### config.mk
export PLATFORM = sky130hd
export DESIGN_NAME = serial_regport
export DESIGN_NICKNAME = d
export VERILOG_FILES = /design/src/rtl/serport_pkg.sv /design/src/rtl/serport_rxq.sv /design/src/rtl/serport_iid.sv /design/src/rtl/serial_regport.sv
export SDC_FILE = /design/constraint.sdc
export NUM_CORES = 1
export LEC_CHECK = 0
export BUFFER_PORTS_ARGS = -buffer_cell sky130_fd_sc_hd__buf_2
export CORE_MARGIN = 2
export CORE_UTILIZATION = 40
export CTS_CLUSTER_SIZE = 30
export DETAILED_ROUTE_END_ITERATION = 12
export GPL_ROUTABILITY_DRIVEN = 0
export SLEW_MARGIN = 20
export SYNTH_ARGS = -nofsm -noshare
export SYNTH_HDL_FRONTEND = slang
export SYNTH_SLANG_ARGS = --single-unit
### constraint.sdc
create_clock -name clk -period 4.1 [get_ports clk]
set_input_delay 0 -clock clk [delete_from_list [all_inputs] [get_ports clk]]
set_output_delay 0 -clock clk [all_outputs]
set_load 0.03 [all_outputs]
### src/rtl/serport_pkg.sv
package serport_pkg;
  localparam int BYTE_W = 8;
  localparam int OFS_W  = 3;

  localparam logic [OFS_W-1:0] OFS_DATA  = 3'd0;
  localparam logic [OFS_W-1:0] OFS_IEN   = 3'd1;
  localparam logic [OFS_W-1:0] OFS_IID   = 3'd2;
  localparam logic [OFS_W-1:0] OFS_LCTL  = 3'd3;
  localparam logic [OFS_W-1:0] OFS_MCTL  = 3'd4;
  localparam logic [OFS_W-1:0] OFS_LSTAT = 3'd5;
  localparam logic [OFS_W-1:0] OFS_MSTAT = 3'd6;
  localparam logic [OFS_W-1:0] OFS_SCR   = 3'd7;

  localparam logic [7:0]  LCTL_RST     = 8'h03;
  localparam logic [7:0]  MCTL_RST     = 8'h08;
  localparam logic [7:0]  MSTAT_VAL    = 8'hB0;
  localparam logic [7:0]  LSTAT_FIXED  = 8'h60;
  localparam logic [7:0]  IID_RD_FORCE = 8'hC0;
  localparam logic [15:0] DIV_RST      = 16'd12;

  localparam logic [2:0] IID_NONE = 3'b001;
  localparam logic [2:0] IID_TXE  = 3'b010;
  localparam logic [2:0] IID_RXD  = 3'b100;

  localparam int LCTL_DIVACC_BIT = 7;
  localparam int MCTL_LOOP_BIT   = 4;
  localparam int IEN_RX_BIT      = 0;
  localparam int IEN_TX_BIT      = 1;
endpackage

### src/rtl/serport_rxq.sv
module serport_rxq #(
  parameter int DEPTH = 64,
  parameter int W     = 8
) (
  input  logic         clk,
  input  logic         rst_n,
  input  logic         push,
  input  logic [W-1:0] push_data,
  input  logic         pop,
  output logic [W-1:0] head,
  output logic         full,
  output logic         empty
);
  localparam int AW = (DEPTH > 1) ? $clog2(DEPTH) : 1;
  localparam int CW = $clog2(DEPTH + 1);
  localparam logic [AW-1:0] LAST = AW'(DEPTH - 1);

  logic [W-1:0]  mem [DEPTH];
  logic [AW-1:0] wp, rp;
  logic [CW-1:0] cnt;

  always_ff @(posedge clk) begin
    if (push) mem[wp] <= push_data;
  end

  always_ff @(posedge clk or negedge rst_n) begin
    if (!rst_n) begin
      wp  <= '0;
      rp  <= '0;
      cnt <= '0;
    end else begin
      if (push) wp <= (wp == LAST) ? '0 : wp + 1'b1;
      if (pop)  rp <= (rp == LAST) ? '0 : rp + 1'b1;
      cnt <= cnt + CW'(push) - CW'(pop);
    end
  end

  assign head  = mem[rp];
  assign full  = (cnt == CW'(DEPTH));
  assign empty = (cnt == '0);

  AST_NO_OVERFLOW: assert property (@(posedge clk) disable iff (!rst_n)
    push |-> !full);
  AST_NO_UNDERFLOW: assert property (@(posedge clk) disable iff (!rst_n)
    pop |-> !empty);
  AST_PUSH_POP_BALANCE: assert property (@(posedge clk) disable iff (!rst_n)
    (push && pop) |=> $stable(cnt));
endmodule

### src/rtl/serport_iid.sv
module serport_iid
  import serport_pkg::*;
(
  input  logic       clk,
  input  logic       rst_n,
  input  logic       rd_clr,
  input  logic       rx_ack,
  input  logic       tx_evt,
  input  logic       rx_evt,
  output logic [2:0] iid
);
  logic [2:0] iid_q, nxt;

  always_comb begin
    nxt = rd_clr ? IID_NONE : iid_q;
    if (rx_ack) begin
      nxt = nxt & ~IID_RXD;
      if (nxt == 3'b000) nxt = IID_NONE;
    end
    if (tx_evt) nxt = (nxt & ~IID_NONE) | IID_TXE;
    if (rx_evt) nxt = (nxt & ~IID_NONE) | IID_RXD;
  end

  always_ff @(posedge clk or negedge rst_n) begin
    if (!rst_n) iid_q <= IID_NONE;
    else        iid_q <= nxt;
  end

  assign iid = iid_q;

  AST_IID_NEVER_ZERO: assert property (@(posedge clk) disable iff (!rst_n)
    iid_q != 3'b000);
  AST_TX_EVT_MARKS: assert property (@(posedge clk) disable iff (!rst_n)
    tx_evt |=> (iid_q[1] && !iid_q[0]));
  AST_RX_EVT_MARKS: assert property (@(posedge clk) disable iff (!rst_n)
    rx_evt |=> (iid_q[2] && !iid_q[0]));
endmodule

### src/rtl/serial_regport.sv
module serial_regport
  import serport_pkg::*;
#(
  parameter int RXQ_DEPTH = 64
) (
  input  logic              clk,
  input  logic              rst_n,
  input  logic              bus_rd,
  input  logic              bus_wr,
  input  logic [OFS_W-1:0]  bus_addr,
  input  logic [BYTE_W-1:0] bus_wdata,
  output logic [BYTE_W-1:0] bus_rdata,
  input  logic              rx_valid,
  output logic              rx_ready,
  input  logic [BYTE_W-1:0] rx_data,
  output logic              tx_valid,
  output logic [BYTE_W-1:0] tx_data,
  output logic              irq_pulse
);
  logic [3:0]  ien_q;
  logic [7:0]  lctl_q, mctl_q, scr_q;
  logic [15:0] div_q;
  logic [2:0]  iid;
  logic [7:0]  q_head, rd_mux, lstat;
  logic        q_full, q_empty;

  logic divacc, loopb, data_sel, wr_data, rd_data;
  logic tx_evt, lp_push, host_push, q_push, q_pop, tx_irq, rx_irq;

  assign divacc    = lctl_q[LCTL_DIVACC_BIT];
  assign loopb     = mctl_q[MCTL_LOOP_BIT];
  assign data_sel  = (bus_addr == OFS_DATA) && !divacc;
  assign wr_data   = bus_wr && data_sel;
  assign rd_data   = bus_rd && data_sel;
  assign tx_evt    = wr_data && !loopb;
  assign lp_push   = wr_data && loopb && !q_full;
  assign host_push = rx_valid && !loopb && !q_full;
  assign q_push    = lp_push || host_push;
  assign q_pop     = rd_data && !q_empty;
  assign rx_ready  = loopb || !q_full;
  assign tx_irq    = tx_evt && ien_q[IEN_TX_BIT];
  assign rx_irq    = q_push && ien_q[IEN_RX_BIT];
  assign lstat     = LSTAT_FIXED | {7'b0, !q_empty};

  serport_rxq #(.DEPTH(RXQ_DEPTH), .W(BYTE_W)) u_rxq (
    .clk       (clk),
    .rst_n     (rst_n),
    .push      (q_push),
    .push_data (loopb ? bus_wdata : rx_data),
    .pop       (q_pop),
    .head      (q_head),
    .full      (q_full),
    .empty     (q_empty)
  );

  serport_iid u_iid (
    .clk    (clk),
    .rst_n  (rst_n),
    .rd_clr (bus_rd && (bus_addr == OFS_IID)),
    .rx_ack (rd_data),
    .tx_evt (tx_irq),
    .rx_evt (rx_irq),
    .iid    (iid)
  );

  always_comb begin
    rd_mux = 8'h00;
    case (bus_addr)
      OFS_DATA:  rd_mux = divacc ? div_q[7:0] : (q_empty ? 8'h00 : q_head);
      OFS_IEN:   rd_mux = divacc ? div_q[15:8] : {4'b0, ien_q};
      OFS_IID:   rd_mux = IID_RD_FORCE | {5'b0, iid};
      OFS_LCTL:  rd_mux = lctl_q;
      OFS_MCTL:  rd_mux = mctl_q;
      OFS_LSTAT: rd_mux = lstat;
      OFS_MSTAT: rd_mux = MSTAT_VAL;
      OFS_SCR:   rd_mux = scr_q;
      default:   rd_mux = 8'h00;
    endcase
  end

  always_ff @(posedge clk or negedge rst_n) begin
    if (!rst_n) begin
      ien_q     <= '0;
      lctl_q    <= LCTL_RST;
      mctl_q    <= MCTL_RST;
      scr_q     <= '0;
      div_q     <= DIV_RST;
      bus_rdata <= '0;
      tx_valid  <= 1'b0;
      tx_data   <= '0;
      irq_pulse <= 1'b0;
    end else begin
      if (bus_rd) bus_rdata <= rd_mux;
      if (bus_wr) begin
        case (bus_addr)
          OFS_DATA: if (divacc) div_q[7:0] <= bus_wdata;
          OFS_IEN: begin
            if (divacc) div_q[15:8] <= bus_wdata;
            else        ien_q <= bus_wdata[3:0];
          end
          OFS_LCTL: lctl_q <= bus_wdata;
          OFS_MCTL: mctl_q <= bus_wdata;
          OFS_SCR:  scr_q  <= bus_wdata;
          default: ;
        endcase
      end
      tx_valid <= tx_evt;
      if (tx_evt) tx_data <= bus_wdata;
      irq_pulse <= tx_irq || rx_irq;
    end
  end

  AST_IRQ_PENDING: assert property (@(posedge clk) disable iff (!rst_n)
    irq_pulse |-> !iid[0]);
  AST_TX_NOT_IN_LOOP: assert property (@(posedge clk) disable iff (!rst_n)
    tx_valid |-> !$past(loopb));
  AST_LSTAT_TRACKS_Q: assert property (@(posedge clk) disable iff (!rst_n)
    q_push |=> lstat[0]);
endmodule

==> out/results.ini <==
[setup_path]
cp_max_fo=7
reg2reg_to=u_rxq.cnt[6]$_DFF_PN0_
critPathRequiredTime_ns=4.62
worst-r2r-cell-count=17
crit_buf_inv=4
rr_startpoint=u_rxq.cnt[2]$_DFF_PN0_
crit_family=simple AND/OR/NAND/NOR gates
crit_top_cell=inv_1
path_class=flop to flop
slowest_delay_ns=0.67
path_cells=inv_1 > ha_1 > or4bb_2 > nor2_1 > or2_2 > inv_1 > ha_1 > inv_1 > ha_1 > inv_1 > fa_1 > nand2b_1 > a21oi_1 > o21ai_0 > a21oi_1 > nor2_1 > xnor2_1
critPathSlowestCell=or4bb_2
rrSetupSlack_ns=0.49
end_kind=flop
cp_data_arrival_time_ns=4.12
critPathLaunchType=flop

[worst_hold_path]
hold_depth=2
min_from=rx_data[4]
hold_path_end=u_rxq.mem[61][4]$_DFFE_PP_
hp-class=primary input to flop

[floorplan]
die_x_um=250.6
floorplan.die.height_um=250.6
ios=43
start_util=0.4037
dieArea_mm2=0.06279
fp.coreArea_mm2=0.06025
rows=90

[timing]
hold_violations=0
rsz0062_at_grt=no
fmax_mhz=277.4
setup_viol=0
fin_crit_ns=3.605
fin_crit_sh=0.8793
maxSlewViolCount=0
skew_ns=0.02461
tns_ns=0
whs_ns=0.05703
tightest_slew_ns=1.165
relSlewSlack=0.2232

[grt]
grt_pass1_vias=13330
track_usage=0.1927
antenna_found_initial=4
overflow=0
grt_max_degree=57
grt_pass1_wl_um=88880

[synthesis]
ys_seq_area_frac=0.7190
syn_inst=1368
syn_area_per_cell_um2=17.78
synth-seq-cells=596
synth_cell_types=80
syn_area_mm2=0.02432
yosys_warnings=0
ys.flop_type=edfxtp_1
synth_edf_count=512
synthesis.nets=1404
synthArstFlopShare=0.1409

[finish]
layout_commonest_cell=edfxtp_1
antenna_cells=0
syn2layout_area_growth_pct=13.57
fill_cells=5035
final_cell_mix=512 x edfxtp_1, 111 x nor2_1, 94 x mux4_2
layout.nets=1496
layout-drive-gt1-share=0.2364

[power_and_ir_drop]
vdd_ir_drop_max_v=0.0003860
fin_total_pwr_mw=17.17
leakagePower_nw=9.187
powerDensity_mw_per_mm2=621.5

[cts]
cts_buffers=61
insertion_delay_ns=0.64
clock-root-buffer=clkbuf_16
cts_tree=done
post_cts_buffers=0
clk_pin_slew_ns=0.07
cts-resized-gates=0
cts_sinks=596
htreeDepth=2
cts_buffer_depth=3

[drt]
ant_nets=0
firstDrtPassIters=5
drt_iter0_markers=1370
wirelength_um=59800
drc_errors=0
wl_per_cell_um=26.09
via_per_inst=5.653
routed-via-count=12960

[placed_design]
portBuffers=42
hpwlAfterDp_um=37990

[run]
maxCapViolCount=0

[status]
outcome=complete, no violations

kinds of logic after synthesis:
kind of cell | count (synthesis) | synth area share
buf+inv | 98 | 0.02444
compound gates | 147 | 0.04147
flops | 596 | 0.7190
xor+xnor | 10 | 0.003602
mux | 240 | 0.1530
simple gates | 265 | 0.05202
fa+ha+maj | 12 | 0.006483
worst reg2reg max path: stages, from the launching register on:
cell      delay (ns)
dfrtp_1         0.38
inv_1           0.08
ha_1            0.13
or4bb_2         0.67
nor2_1          0.15
or2_2           0.20
inv_1           0.11
ha_1            0.30
inv_1           0.06
ha_1            0.16
inv_1           0.07
fa_1            0.42
nand2b_1        0.16
a21oi_1         0.18
o21ai_0         0.10
a21oi_1         0.15
nor2_1          0.07
xnor2_1         0.12
worst max-delay path by stage:
stage,start,endpoint,cells after the start
finish,u_rxq.cnt[2]$_DFF_PN0_,u_rxq.cnt[6]$_DFF_PN0_,17
floorplan,u_rxq.cnt[2]$_DFF_PN0_,u_rxq.cnt[6]$_DFF_PN0_,18
detailed placement,u_rxq.cnt[2]$_DFF_PN0_,u_rxq.cnt[6]$_DFF_PN0_,17
global route,u_rxq.cnt[2]$_DFF_PN0_,u_rxq.cnt[6]$_DFF_PN0_,17
CTS,u_rxq.cnt[2]$_DFF_PN0_,u_rxq.cnt[6]$_DFF_PN0_,17
global placement,u_rxq.cnt[2]$_DFF_PN0_,u_rxq.cnt[6]$_DFF_PN0_,17
registers in the layout, summed over array words and instances (netlist names):
signal	count
bus_rdata	8
div_q	16
ien_q	4
irq_pulse	1
lctl_q	8
mctl_q	8
scr_q	8
tx_data	8
tx_valid	1
u_iid.iid	3
u_rxq.cnt	7
u_rxq.mem	512
u_rxq.rp	6
u_rxq.wp	6
power by group:
part | switching, mW | internal, mW
logic | 2.43 | 1.60
registers | 0.356 | 7.18
clock network | 2.31 | 3.30
total | 5.09 | 12.1
per-stage QoR:
| step | std cells | utilization | cell area [um2] | setup slack (ns) |
|---|---|---|---|---|
| 3_5_place_dp | 2164 | 0.4221 | 25430 | 0.5291 |
| 4_1_cts | 2291 | 0.4581 | 27600 | 0.4931 |
| 5_1_grt | 2292 | 0.4584 | 27620 | 0.2006 |
| 2_1_floorplan | 1368 | - | 24320 | 0.6197 |
| 6_report | 2292 | 0.4584 | 27620 | 0.4949 |
| 3_3_place_gp | 2164 | 0.4221 | 25430 | 0.5442 |
final cells by class:
cell class,count,area (um2),area share
clock buffer,77,1587,0.05744
sequential,596,17500,0.6335
multi-input combinational,674,6245,0.2261
timing repair buffer,107,815.8,0.02954
inverter,20,75.07,0.002718
clock inverter,36,422.9,0.01531
tap,782,978.4,0.03543
Yosys cell counts, types with 5 or more instances:
library cell | count | area share
edfxtp_1 | 512 | 0.63
nor2_1 | 111 | 0.017
mux4_2 | 94 | 0.087
mux2i_1 | 80 | 0.033
dfrtp_1 | 78 | 0.080
mux2_2 | 62 | 0.029
nand2_1 | 45 | 0.0069
clkbuf_1 | 31 | 0.0048
o22ai_1 | 30 | 0.0077
a21oi_1 | 24 | 0.0049
o21ai_0 | 24 | 0.0049
nor3_1 | 23 | 0.0047
nand3_1 | 19 | 0.0039
inv_1 | 18 | 0.0028
buf_2 | 16 | 0.0033
buf_6 | 14 | 0.0065
ha_1 | 11 | 0.0057
nand2b_1 | 9 | 0.0023
nor2b_1 | 8 | 0.0021
xnor2_1 | 8 | 0.0029
a211oi_1 | 7 | 0.0022
nor4_1 | 7 | 0.0018
dfstp_2 | 6 | 0.0065
or3_1 | 6 | 0.0015
a221oi_1 | 5 | 0.0018
buf_1 | 5 | 0.00077
nand4_1 | 5 | 0.0013
o221ai_1 | 5 | 0.0018
o31ai_1 | 5 | 0.0015
what timing repair did:
| item | CTS | global route |
|---|---|---|
| hold buffers | 14 | 0 |
| endpoints found under the hold margin | 124 | 0 |
| setup endpoints to repair | 0 | 0 |
metal layers:
metal	wire length, um	global-route usage
met1	25050	0.2600
met2	28620	0.3067
met3	4215	0.04718
met4	1898	0.06553
met5	16	0
Power figures use the tool's default switching activity.
